==> src/rtl/tck_bist_pkg.sv <==
package tck_bist_pkg;

    typedef enum logic [2:0] {
        OP_IDLE     = 3'd0,
        OP_CNT_RUN  = 3'd1,
        OP_CNT_HALT = 3'd2,
        OP_SIG_RUN  = 3'd3,
        OP_SIG_HALT = 3'd4
    } bist_op_e;

    typedef enum logic [1:0] {
        PATH_NONE = 2'd0,
        PATH_CNT  = 2'd1,
        PATH_SIG  = 2'd2,
        PATH_RSVD = 2'd3
    } scan_path_e;

    typedef struct packed {
        logic capture;
        logic shift;
        logic update;
    } dr_strobe_t;

    typedef struct packed {
        logic cnt_run;
        logic sig_run;
    } bist_enable_t;

    localparam logic [15:0] SIG_POLY_CCITT = 16'h1021;

    function automatic logic path_is_live(input scan_path_e p);
        return (p == PATH_CNT) || (p == PATH_SIG);
    endfunction

endpackage

==> src/rtl/bist_ctl_decode.sv <==
module bist_ctl_decode
    import tck_bist_pkg::*;
(
    input  logic         clk,
    input  logic         rst,
    input  bist_op_e     op,
    output bist_enable_t en
);
    bist_enable_t en_q;

    always_ff @(posedge clk) begin
        if (rst) begin
            en_q <= '0;
        end else begin
            unique case (op)
                OP_CNT_RUN:  en_q.cnt_run <= 1'b1;
                OP_CNT_HALT: en_q.cnt_run <= 1'b0;
                OP_SIG_RUN:  en_q.sig_run <= 1'b1;
                OP_SIG_HALT: en_q.sig_run <= 1'b0;
                default:     en_q <= en_q;
            endcase
        end
    end

    assign en = en_q;
endmodule

==> src/rtl/tck_down_counter.sv <==
module tck_down_counter #(
    parameter int CNT_W = 32
) (
    input  logic             clk,
    input  logic             rst,
    input  logic             run,
    input  logic             load,
    input  logic [CNT_W-1:0] load_val,
    output logic [CNT_W-1:0] count,
    output logic             tc
);
    logic [CNT_W-1:0] count_q;
    logic             tc_q;
    logic             at_zero;

    assign at_zero = (count_q == '0);

    always_ff @(posedge clk) begin
        if (rst) begin
            count_q <= '0;
            tc_q    <= 1'b0;
        end else if (load) begin
            count_q <= load_val;
            tc_q    <= 1'b0;
        end else if (run) begin
            if (at_zero) begin
                tc_q <= 1'b1;
            end else begin
                count_q <= count_q - CNT_W'(1);
            end
        end
    end

    assign count = count_q;
    assign tc    = tc_q;
endmodule

==> src/rtl/sig_compactor.sv <==
module sig_compactor #(
    parameter int             SIG_W = 16,
    parameter logic [SIG_W-1:0] POLY = 16'h1021
) (
    input  logic             clk,
    input  logic             rst,
    input  logic             run,
    input  logic             din,
    output logic [SIG_W-1:0] sig
);
    logic [SIG_W-1:0] sig_q;
    logic [SIG_W-1:0] sig_nxt;
    logic             feedback;

    assign feedback = sig_q[SIG_W-1] ^ din;
    assign sig_nxt  = {sig_q[SIG_W-2:0], 1'b0} ^ (feedback ? POLY : '0);

    always_ff @(posedge clk) begin
        if (rst) begin
            sig_q <= '0;
        end else if (run) begin
            sig_q <= sig_nxt;
        end
    end

    assign sig = sig_q;
endmodule

==> src/rtl/dr_stage.sv <==
module dr_stage
    import tck_bist_pkg::*;
#(
    parameter int CNT_W = 32,
    parameter int SIG_W = 16
) (
    input  logic             clk,
    input  logic             rst,
    input  scan_path_e       path,
    input  dr_strobe_t       strobe,
    input  logic             tdi,
    input  logic [CNT_W-1:0] cnt_val,
    input  logic [SIG_W-1:0] sig_val,
    output logic [CNT_W-1:0] stage,
    output logic             ser_out
);
    logic [CNT_W-1:0] st_q;
    logic [CNT_W-1:0] st_nxt;
    logic [CNT_W-1:0] cnt_shifted;
    logic [CNT_W-1:0] sig_shifted;

    assign cnt_shifted = {tdi, st_q[CNT_W-1:1]};

    generate
        if (SIG_W < CNT_W) begin : g_short_sig
            assign sig_shifted = {st_q[CNT_W-1:SIG_W], tdi, st_q[SIG_W-1:1]};
        end else begin : g_full_sig
            assign sig_shifted = cnt_shifted;
        end
    endgenerate

    always_comb begin
        st_nxt = st_q;
        if (strobe.capture) begin
            case (path)
                PATH_CNT: st_nxt = cnt_val;
                PATH_SIG: st_nxt = CNT_W'(sig_val);
                default:  st_nxt = st_q;
            endcase
        end else if (strobe.shift) begin
            case (path)
                PATH_CNT: st_nxt = cnt_shifted;
                PATH_SIG: st_nxt = sig_shifted;
                default:  st_nxt = st_q;
            endcase
        end
    end

    always_ff @(posedge clk) begin
        if (rst) begin
            st_q <= '0;
        end else begin
            st_q <= st_nxt;
        end
    end

    assign stage   = st_q;
    assign ser_out = path_is_live(path) ? st_q[0] : 1'b0;
endmodule

==> src/rtl/tck_bist_unit.sv <==
module tck_bist_unit
    import tck_bist_pkg::*;
#(
    parameter int               CNT_W    = 32,
    parameter int               SIG_W    = 16,
    parameter logic [SIG_W-1:0] SIG_POLY = SIG_POLY_CCITT
) (
    input  logic             clk,
    input  logic             rst,
    input  logic [2:0]       ctl_op,
    input  logic [1:0]       path_sel,
    input  logic             capture_dr,
    input  logic             shift_dr,
    input  logic             update_dr,
    input  logic             tdi,
    input  logic             sample_bit,
    output logic             tc_flag,
    output logic             tdo,
    output logic [SIG_W-1:0] signature
);
    localparam int STAGE_W = (CNT_W > SIG_W) ? CNT_W : SIG_W;

    bist_enable_t     en;
    scan_path_e       path;
    dr_strobe_t       strobe;
    logic [CNT_W-1:0] cnt_q;
    logic [STAGE_W-1:0] stage;
    logic             cnt_load;
    logic             cnt_en;
    logic             sig_en;

    assign path     = scan_path_e'(path_sel);
    assign strobe   = '{capture: capture_dr, shift: shift_dr, update: update_dr};
    assign cnt_load = strobe.update && (path == PATH_CNT);
    assign cnt_en   = en.cnt_run;
    assign sig_en   = en.sig_run;

    bist_ctl_decode u_decode (
        .clk (clk),
        .rst (rst),
        .op  (bist_op_e'(ctl_op)),
        .en  (en)
    );

    tck_down_counter #(.CNT_W(CNT_W)) u_counter (
        .clk      (clk),
        .rst      (rst),
        .run      (cnt_en),
        .load     (cnt_load),
        .load_val (stage[CNT_W-1:0]),
        .count    (cnt_q),
        .tc       (tc_flag)
    );

    sig_compactor #(.SIG_W(SIG_W), .POLY(SIG_POLY)) u_sig (
        .clk (clk),
        .rst (rst),
        .run (sig_en),
        .din (sample_bit),
        .sig (signature)
    );

    dr_stage #(.CNT_W(STAGE_W), .SIG_W(SIG_W)) u_stage (
        .clk     (clk),
        .rst     (rst),
        .path    (path),
        .strobe  (strobe),
        .tdi     (tdi),
        .cnt_val (STAGE_W'(cnt_q)),
        .sig_val (signature),
        .stage   (stage),
        .ser_out (tdo)
    );
endmodule

==> config.mk <==
export PLATFORM = sky130hd
export DESIGN_NAME = tck_bist_unit
export DESIGN_NICKNAME = d
export VERILOG_FILES = /design/src/rtl/tck_bist_pkg.sv /design/src/rtl/bist_ctl_decode.sv /design/src/rtl/tck_down_counter.sv /design/src/rtl/sig_compactor.sv /design/src/rtl/dr_stage.sv /design/src/rtl/tck_bist_unit.sv
export SDC_FILE = /design/constraint.sdc
export NUM_CORES = 1
export LEC_CHECK = 0
export ABC_AREA = 1
export BUFFER_PORTS_ARGS = -buffer_cell sky130_fd_sc_hd__buf_4
export CAP_MARGIN = 20
export CORE_ASPECT_RATIO = 0.5
export CORE_MARGIN = 1.5
export CORE_UTILIZATION = 38
export CTS_CLUSTER_SIZE = 14
export DETAILED_ROUTE_END_ITERATION = 12
export SYNTH_ARGS = -nofsm -noshare
export SYNTH_HDL_FRONTEND = slang
export SYNTH_HIERARCHICAL = 1
export SYNTH_SLANG_ARGS = --single-unit
export TNS_END_PERCENT = 100
==> constraint.sdc <==
create_clock -name clk -period 3 [get_ports clk]
set_input_delay 0.15 -clock clk [delete_from_list [all_inputs] [get_ports clk]]
set_output_delay 0.15 -clock clk [all_outputs]
set_load 0.02 [all_outputs]
==> results of run 1 <==
-- layout by cell type, fill, tap and decap left out, types with 5 or more instances in the layout --
cell type  count
dfxtp_1       83
clkbuf_16      9
nor2_2         7
nor2_1       187
o21ai_0       44
a21boi_1       5
nand3_1       64
a21oi_1       26
xor2_1         8
o21ai_1       14
nand4_1       11
nand2_1      259
buf_4         32
inv_1         76
or2_2          5
-- final cells by class --
class | count | share of cell area [%]
Clock inverter | 6 | 1.27
Sequential cell | 83 | 29.5
Clock buffer | 10 | 4.06
Timing Repair Buffer | 34 | 4.71
Tap cell | 170 | 3.77
Inverter | 81 | 5.44
Multi-Input combinational cell | 654 | 51.3
-- power by group --
part | leakage, µW | switching (µW) | internal [µW]
Clock | 0.000140 | 487 | 653
Combinational | 0.00190 | 813 | 416
Sequential | 0.000678 | 109 | 1190
-- per-stage QoR --
step	hold slack (ns)	instance area [µm²]	instances	power, µW
after floorplan	0.219	5190	866	2280
after global placement	0.347	5310	1020	2520
after detailed placement	0.346	5310	1020	2540
after CTS	0.0231	5620	1037	3680
after global routing	0.0409	5640	1038	3930
final	0.0321	5640	1038	3670
-- logic make-up after synthesis --
group,Yosys count,share of synthesized area (%)
compound gates,94,9.60
fa+ha+maj,3,0.723
simple gates,548,43.8
flops,83,32.0
buf+inv,129,12.3
xor+xnor,9,1.52
-- sequential cells by signal, summed over array words and instances (netlist names) --
register and count:
u_counter/count 32, u_stage/stage 32, u_sig/sig 16, u_decode/en 2
u_counter/tc 1
-- worst max-delay path, stage by stage, from the launching register on --
cell	delay (ns)
dfxtp_1	0.32
inv_1	0.10
ha_1	0.28
nand2_4	0.11
nor2_8	0.17
nand2_4	0.08
nor2_4	0.12
nand2_1	0.07
nand2_2	0.48
nand2_1	0.14
nand3_1	0.12
nand2_1	0.05
inv_1	0.06
-- routing by layer --
metal,global-route usage [%],part of all wire (%),routed length [µm],up-vias
met3,3.14,4.1,581,14
met5,0,0,0,-
li1,-,-,-,2680
met4,4.79,0.90,127,0
met2,33.8,42,5930,97
met1,29.4,53,7430,2345
-- worst min-delay path by stage --
stage                     cells past startpoint             end  slack (ns)  startpoint
after detailed placement                      2  u_decode/en[0]        0.35   ctl_op[2]
after CTS                                     3  u_decode/en[1]        0.02   ctl_op[0]
after global routing                          3  u_decode/en[1]        0.04   ctl_op[0]
after global placement                        2  u_decode/en[0]        0.35   ctl_op[2]
after floorplan                               1    u_sig/sig[0]        0.22         rst
final                                         3  u_decode/en[1]        0.03   ctl_op[0]
-- repair_timing --
item | CTS | global route
hold endpoints to repair | 1 | 0
setup buffers | 0 | 0
hold buffers | 1 | 0
==> reports/metrics.csv, run 1 <==
metric,value,unit
HPWL Detailed,9.84,mm
endpoint class of the critical path,flip-flop,
Mapped Area,5190,µm²
Post-synth EDFFs,0,
Reg2Reg Depth,12,
Max-slew headroom,47.5,%
sequential fraction of the synthesis area,32.0,%
Yosys reg bits,83,
worst-margin pin slew,0.784,ns
# resized after CTS,0,
Initial Utilization,39.9,%
Util after Layout,43.4,%
clock slew at reported path FFs,0.07,ns
drc violations,0,
r2r setup slk,0.83,ns
R2R Path Start,u_counter/count[0],
initial antenna violation count,0,
Peak VDD IR,362,µV
port bufs,29,
final WL,14.1,mm
Startpoint Class,flip-flop,
top-area cell type share of the netlist area,32.0,%
FF/Latch Area,1660,µm²
clk buf depth,2,
vias in the first global route,4703,
Yosys cell types,33,
Hold Crit Class,input pin to flip-flop,
DR vias/cell,4.95,
Post-synth ARST share,0,%
area growth from synthesis to layout,8.61,%
"top cells by count, synth","259 x nand2_1, 187 x nor2_1, 83 x dfxtp_1",
worst path arrival time,2.46,ns
worst skew pair latency,0.34,ns
H-tree levels,3,
CP Class,flip-flop to flip-flop,
Vias,5136,
Avg Inst Size Synth,5.99,µm²
Final Hold Vio Count,0,
Yosys top cell by area,dfxtp_1,
CTS tree,yes,
Setup WS pre-CTS,0.860,ns
most common cell in the synthesized netlist,nand2_1,
initial drt markers,411,
post-synthesis net count,881,
Antenna Nets Post-Route,0,
ys flop type,dfxtp_1,
total grt overflow,0,
Final Wtd Congestion,0.927,
setup_tns,0,ns
PD cells,652,nW/µm²
Tot GR Track Use,20.8,%
synthesized instance count,866,
largest net degree at the start of global routing,37,
Final Cycle Share,72.3,%
layout cells sized above 1,8.99,%
footprint of the multi-input gates,2890,µm²
RSZ-0062 raised after global routing,no,
ANT cells,0,
routed len/inst,13.6,µm
Die H,85.6,µm
outcome,finished clean,
CTS Sinks,83,
Critical Path Sink,u_counter/count[30],
worst-path fanout max,30,
Die W,168,µm
max capacitance violation total,0,
DRT Pass-1 Iters,5,
Site Rows,29,
Nets,878,
"Setup violations, final",0,
CTS Buf Count,9,
Fillers,1412,
die area,14400,µm²
Core Area,13000,µm²
P_leak,0.00272,µW
Final min period,2.17,ns
Ys Warns,6,
Fmax,461,MHz
Final WS setup,0.830,ns
CP required,3.29,ns
worst r2r dst,u_counter/count[30],
IO Pins,30,
Worst Clk Skew,0.0109,ns
CTS Root Cell,clkbuf_16,
Setup crit start,u_counter/count[0],
Final Max Tran Viols,0,
first-pass GRT wire length,24.1,mm
Area contributors post-synth,"dfxtp_1 32%, nand2_1 19%, nor2_1 14%",
No activity file was read; power rests on OpenSTA's default activity.
==> run 2: changes to the inputs <==
Clock period 3 ns to 2.1 ns, I/O delays scaled along.
==> reports/metrics.csv, run 2 (synthesized netlist as in run 1, its figures left out) <==
metric,value,unit,change
initial drt markers,358,,-13%
IO Pins,30,,unchanged
RSZ-0062 raised after global routing,no,,
Startpoint Class,flip-flop,,
HPWL Detailed,9.99,mm,+1.6%
number of post-CTS setup repair buffers,0,,unchanged
CTS Root Cell,clkbuf_16,,
Fmax,539,MHz,+17%
Final Cycle Share,88.4,%,+16 points
Tot GR Track Use,20.9,%,+0.050 points
PD cells,935,nW/µm²,+43%
Hold Crit Class,input pin to flip-flop,,
Final Hold Vio Count,0,,unchanged
die area,14400,µm²,unchanged
Initial Utilization,39.9,%,unchanged
WHS Endpoint,u_decode/en[1],,
total grt overflow,0,,unchanged
vias in the first global route,4817,,+2.4%
CTS Buf Count,9,,unchanged
CP Class,flip-flop to flip-flop,,
Tot Pwr,5360,µW,+46%
final WL,14.2,mm,+0.72%
outcome,finished clean,,
Top delay family on crit path,simple AND/OR/NAND/NOR gates,,
worst path arrival time,2.09,ns,-0.37 ns
Hold Crit Start,ctl_op[1],,
first-pass GRT wire length,24.2,mm,+0.43%
r2r setup slk,0.24,ns,-0.59 ns
clock slew at reported path FFs,0.07,ns,about the same
Reg2Reg Depth,12,,unchanged
"Setup violations, final",0,,unchanged
ANT cells,0,,unchanged
routed len/inst,13.5,µm,-0.14%
Util after Layout,44.2,%,+0.80 points
P_leak,0.00278,µW,+2.3%
Max-slew headroom,56.4,%,+8.9 points
worst-path fanout max,8,,-73%
Final min period,1.86,ns,-0.314 ns
CP required,2.34,ns,-0.95 ns
endpoint class of the critical path,flip-flop,,
layout cells sized above 1,10.0,%,+1.0 points
drc violations,0,,unchanged
CP cell instances,"inv_1, ha_1, nand2_4, nor2_8, nand4_1, nand2_1, nor2_2, buf_12, nand2_1, nand3_1, nand2_1, inv_1",,
Final Max Tran Viols,0,,unchanged
port bufs,29,,unchanged
Die W,168,µm,unchanged
Peak VDD IR,494,µV,+36%
"commonest non-fill, non-tap cell in the layout",nand2_1,,
Worst Clk Skew,0.00588,ns,-0.00502 ns
DRT Pass-1 Iters,5,,unchanged
worst-margin pin slew,0.653,ns,-0.132 ns
Antenna Nets Post-Route,0,,unchanged
Vias,5194,,+1.1%
Worst path max stage delay,0.32,ns,-0.16 ns
Final Wtd Congestion,0.931,,+0.49%
Nets,888,,+1.1%
largest net degree at the start of global routing,34,,-8.1%
clk buf depth,2,,unchanged
Core Area,13000,µm²,unchanged
"commonest non-fill, non-tap cells in the layout","258 x nand2_1, 187 x nor2_1, 83 x dfxtp_1, 76 x inv_1, 64 x nand3_1",,
hold depth,4,,+1
worst r2r dst,u_counter/count[30],,
slowest CP cell,dfxtp_1,,
setup_tns,0,ns,unchanged
H-tree levels,3,,unchanged
initial antenna violation count,0,,unchanged
max capacitance violation total,0,,unchanged
Site Rows,29,,unchanged
DR vias/cell,4.96,,+0.26%
CTS Sinks,83,,unchanged
critical path buffer and inverter count,3,,+1
Worst path most repeated cell,nand2_1,,
area growth from synthesis to layout,10.6,%,
Die H,85.6,µm,unchanged
CTS tree,yes,,
worst skew pair latency,0.34,ns,about the same
R2R Path Start,u_counter/count[0],,
==> run 2: worst register-to-register path, cell delays in order (launching register included) <==
cell	delay, ns
dfxtp_1	0.32
inv_1	0.10
ha_1	0.26
nand2_4	0.10
nor2_8	0.18
nand4_1	0.15
nand2_1	0.17
nor2_2	0.10
buf_12	0.14
nand2_1	0.05
nand3_1	0.06
nand2_1	0.06
inv_1	0.05
==> run 2: stage by stage <==
stage	hold WS (ns)	cell area, µm²	worst slack, ns	cells
finish	0.0560	5740	0.244	1047
global route	0.0699	5740	0.0564	1047
CTS	0.0441	5730	0.0934	1047
detailed placement	0.302	5400	0.0946	1030
global placement	0.303	5400	0.158	1030
floorplan	0.174	5190	0.478	866
==> run 2: metal layers <==
metal	vias up	GRT usage (%)	share of wire, %
met5	-	0	0
met4	0	6.25	1.5
met3	21	3.88	6.0
met2	154	33.9	42
met1	2323	28.4	50
li1	2696	-	-
==> run 2: what timing repair did <==
action | CTS | global route
hold endpoints to repair | 2 | 0
endpoints found under the setup margin | 0 | 10
hold buffers | 2 | 0
gates resized for setup | 0 | 2
==> run 2: how the worst max path moves through the flow <==
stage                             startpoint             endpoint  slack (ns)  cells past startpoint
after detailed placement  u_counter/count[0]   u_counter/count[6]        0.09                      9
final                     u_counter/count[0]  u_counter/count[30]        0.24                     12
after global placement    u_counter/count[0]   u_counter/count[6]        0.16                      9
after floorplan           u_counter/count[0]  u_counter/count[22]        0.48                     10
after global routing      u_counter/count[0]  u_counter/count[27]        0.06                     13
after CTS                 u_counter/count[0]   u_counter/count[6]        0.09                      9
==> run 2: layout make-up <==
cell class	instances	area (µm²)
Clock buffer	9	225
Multi-Input combinational cell	654	2890
Inverter	81	307
Sequential cell	83	1660
Timing Repair Buffer	44	352
Tap cell	170	213
Fill cell	1409	7250
Clock inverter	6	90.1
==> run 2: report_power, final <==
part / switching [µW] / total [µW] / leakage, µW / internal (µW)
logic: 1180 / 1800 / 0.00195 / 619
clock network: 672 / 1710 / 0.000152 / 1040
registers: 147 / 1850 / 0.000678 / 1710
==> run 3: changes to the inputs <==
==> constraint.sdc (replaced) <==
create_clock -name clk -period 2.1 [get_ports clk]
set_input_delay 0 -clock clk [delete_from_list [all_inputs] [get_ports clk]]
set_output_delay 0 -clock clk [all_outputs]
set_load 0.02 [all_outputs]
==> reports/metrics.csv, run 3 (synthesized netlist as in run 1, its figures left out) <==
metric,value,unit,change
outcome,finished clean,,
Hold Crit Class,input pin to flip-flop,,
Tot GR Track Use,21.1,%,+0.21 points
dpl cells,1030,,unchanged
P_leak,0.00278,µW,about the same
Final Max Tran Viols,0,,unchanged
r2r setup slk,0.18,ns,-0.06 ns
Fmax,521,MHz,-3.3%
"commonest non-fill, non-tap cell in the layout",nand2_1,,
final WL,14.4,mm,+1.3%
CP required,2.34,ns,about the same
CTS Root Cell,clkbuf_16,,
largest net degree at the start of global routing,37,,+8.8%
Initial Utilization,39.9,%,unchanged
Antenna Nets Post-Route,0,,unchanged
Nets,892,,+0.45%
Core Area,13000,µm²,unchanged
worst-margin pin slew,0.881,ns,+0.228 ns
Vias,5250,,+1.1%
FF/Latch Area,1660,µm²,unchanged
footprint of the multi-input gates,2890,µm²,about the same
area growth from synthesis to layout,10.1,%,
H-tree levels,3,,unchanged
Peak VDD IR,436,µV,-12%
Die W,168,µm,unchanged
Final WS setup,0.181,ns,-0.0629 ns
Setup WS pre-CTS,0.216,ns,+0.121 ns
WHS Endpoint,u_sig/sig[12],,
clk buf depth,2,,unchanged
Hold Crit Start,sample_bit,,
Reg2Reg Depth,12,,unchanged
Max-slew headroom,41.2,%,-15 points
drc violations,0,,unchanged
DR vias/cell,4.99,,+0.60%
Die H,85.6,µm,unchanged
CTS tree,yes,,
Fillers,1407,,-0.14%
DRT Pass-1 Iters,5,,unchanged
Final Hold Slack,0.0542,ns,-0.00187 ns
max capacitance violation total,0,,unchanged
worst r2r dst,u_counter/count[28],,
Startpoint Class,flip-flop,,
Final Cycle Share,91.4,%,+3.0 points
setup_tns,0,ns,unchanged
worst-path fanout max,8,,unchanged
"Setup violations, final",0,,unchanged
endpoint class of the critical path,flip-flop,,
first-pass GRT wire length,24.5,mm,+1.1%
ANT cells,0,,unchanged
CTS Buf Count,9,,unchanged
number of post-CTS setup repair buffers,0,,unchanged
IO Pins,30,,unchanged
routed len/inst,13.6,µm,+0.78%
PD cells,897,nW/µm²,-4.0%
clock slew at reported path FFs,0.07,ns,about the same
vias in the first global route,4801,,-0.33%
worst path arrival time,2.16,ns,+0.07 ns
port bufs,29,,unchanged
# resized after CTS,0,,unchanged
RSZ-0062 raised after global routing,no,,
layout cells sized above 1,9.86,%,-0.17 points
R2R Path Start,u_counter/count[0],,
CP Class,flip-flop to flip-flop,,
initial antenna violation count,0,,unchanged
Hold Buf Count CTS,6,,+4
hold depth,6,,+2
initial drt markers,363,,+1.4%
HPWL Detailed,10.2,mm,+1.8%
Site Rows,29,,unchanged
Non-Filler Instances,1052,,+0.48%
Final Hold Vio Count,0,,unchanged
worst skew pair latency,0.34,ns,about the same
Worst Clk Skew,0.00856,ns,+0.00267 ns
Final min period,1.92,ns,+0.0629 ns
total grt overflow,0,,unchanged
die area,14400,µm²,unchanged
Final Wtd Congestion,0.950,,+2.0%
"commonest non-fill, non-tap cells in the layout","259 x nand2_1, 187 x nor2_1, 83 x dfxtp_1, 76 x inv_1, 64 x nand3_1",,
CTS Sinks,83,,unchanged
==> run 3: layout make-up <==
cell class	instances	share of cell area (%)
flip-flops and latches	83	29.1
clock inverters	6	0.701
well taps	170	3.72
repair buffers	48	6.57
clock buffers	10	4.01
inverters	81	5.36
multi-input cells	654	50.6
==> run 3: stage by stage <==
stage	area [µm²]	utilization (%)	total power [µW]
floorplan	5190	-	3250
global placement	5390	41.5	3620
detailed placement	5390	41.5	3640
CTS	5710	44.0	5140
global route	5710	44.0	5490
finish	5710	44.0	5130
==> run 3: worst max path at each step <==
| stage | startpoint | endpoint | slack [ns] | cells past startpoint |
|---|---|---|---|---|
| 2_1_floorplan | u_counter/count[0] | u_counter/count[22] | 0.48 | 10 |
| 3_3_place_gp | u_counter/count[0] | u_counter/count[28] | 0.29 | 12 |
| 3_5_place_dp | u_counter/count[0] | u_counter/count[28] | 0.22 | 12 |
| 4_1_cts | u_counter/count[0] | u_counter/count[28] | 0.21 | 12 |
| 5_1_grt | u_counter/count[0] | u_counter/count[31] | 0.06 | 13 |
| 6_report | u_counter/count[0] | u_counter/count[28] | 0.18 | 12 |
==> run 3: routing by layer <==
| metal | share of wire (%) | wire (µm) | global-route usage, % |
|---|---|---|---|
| met1 | 51 | 7360 | 29.9 |
| met2 | 42 | 6050 | 33.5 |
| met3 | 5.5 | 791 | 3.78 |
| met4 | 1.0 | 148 | 4.71 |
| met5 | 0 | 0 | 0 |
==> run 3: power breakdown <==
group          switching (µW)  internal (µW)
clock                     672            802
sequential                154           1710
combinational            1180            619
total                    2000           3130
==> run 3: worst max-delay path, cell delays in order (launching register included) <==
cell	delay [ns]
dfxtp_1	0.32
inv_1	0.11
ha_1	0.27
nand2_4	0.11
nor2_8	0.18
nand4_1	0.16
nand2_1	0.16
nor2_2	0.08
buf_4	0.20
nand2_1	0.07
nand3_1	0.06
nand2_1	0.06
inv_1	0.04
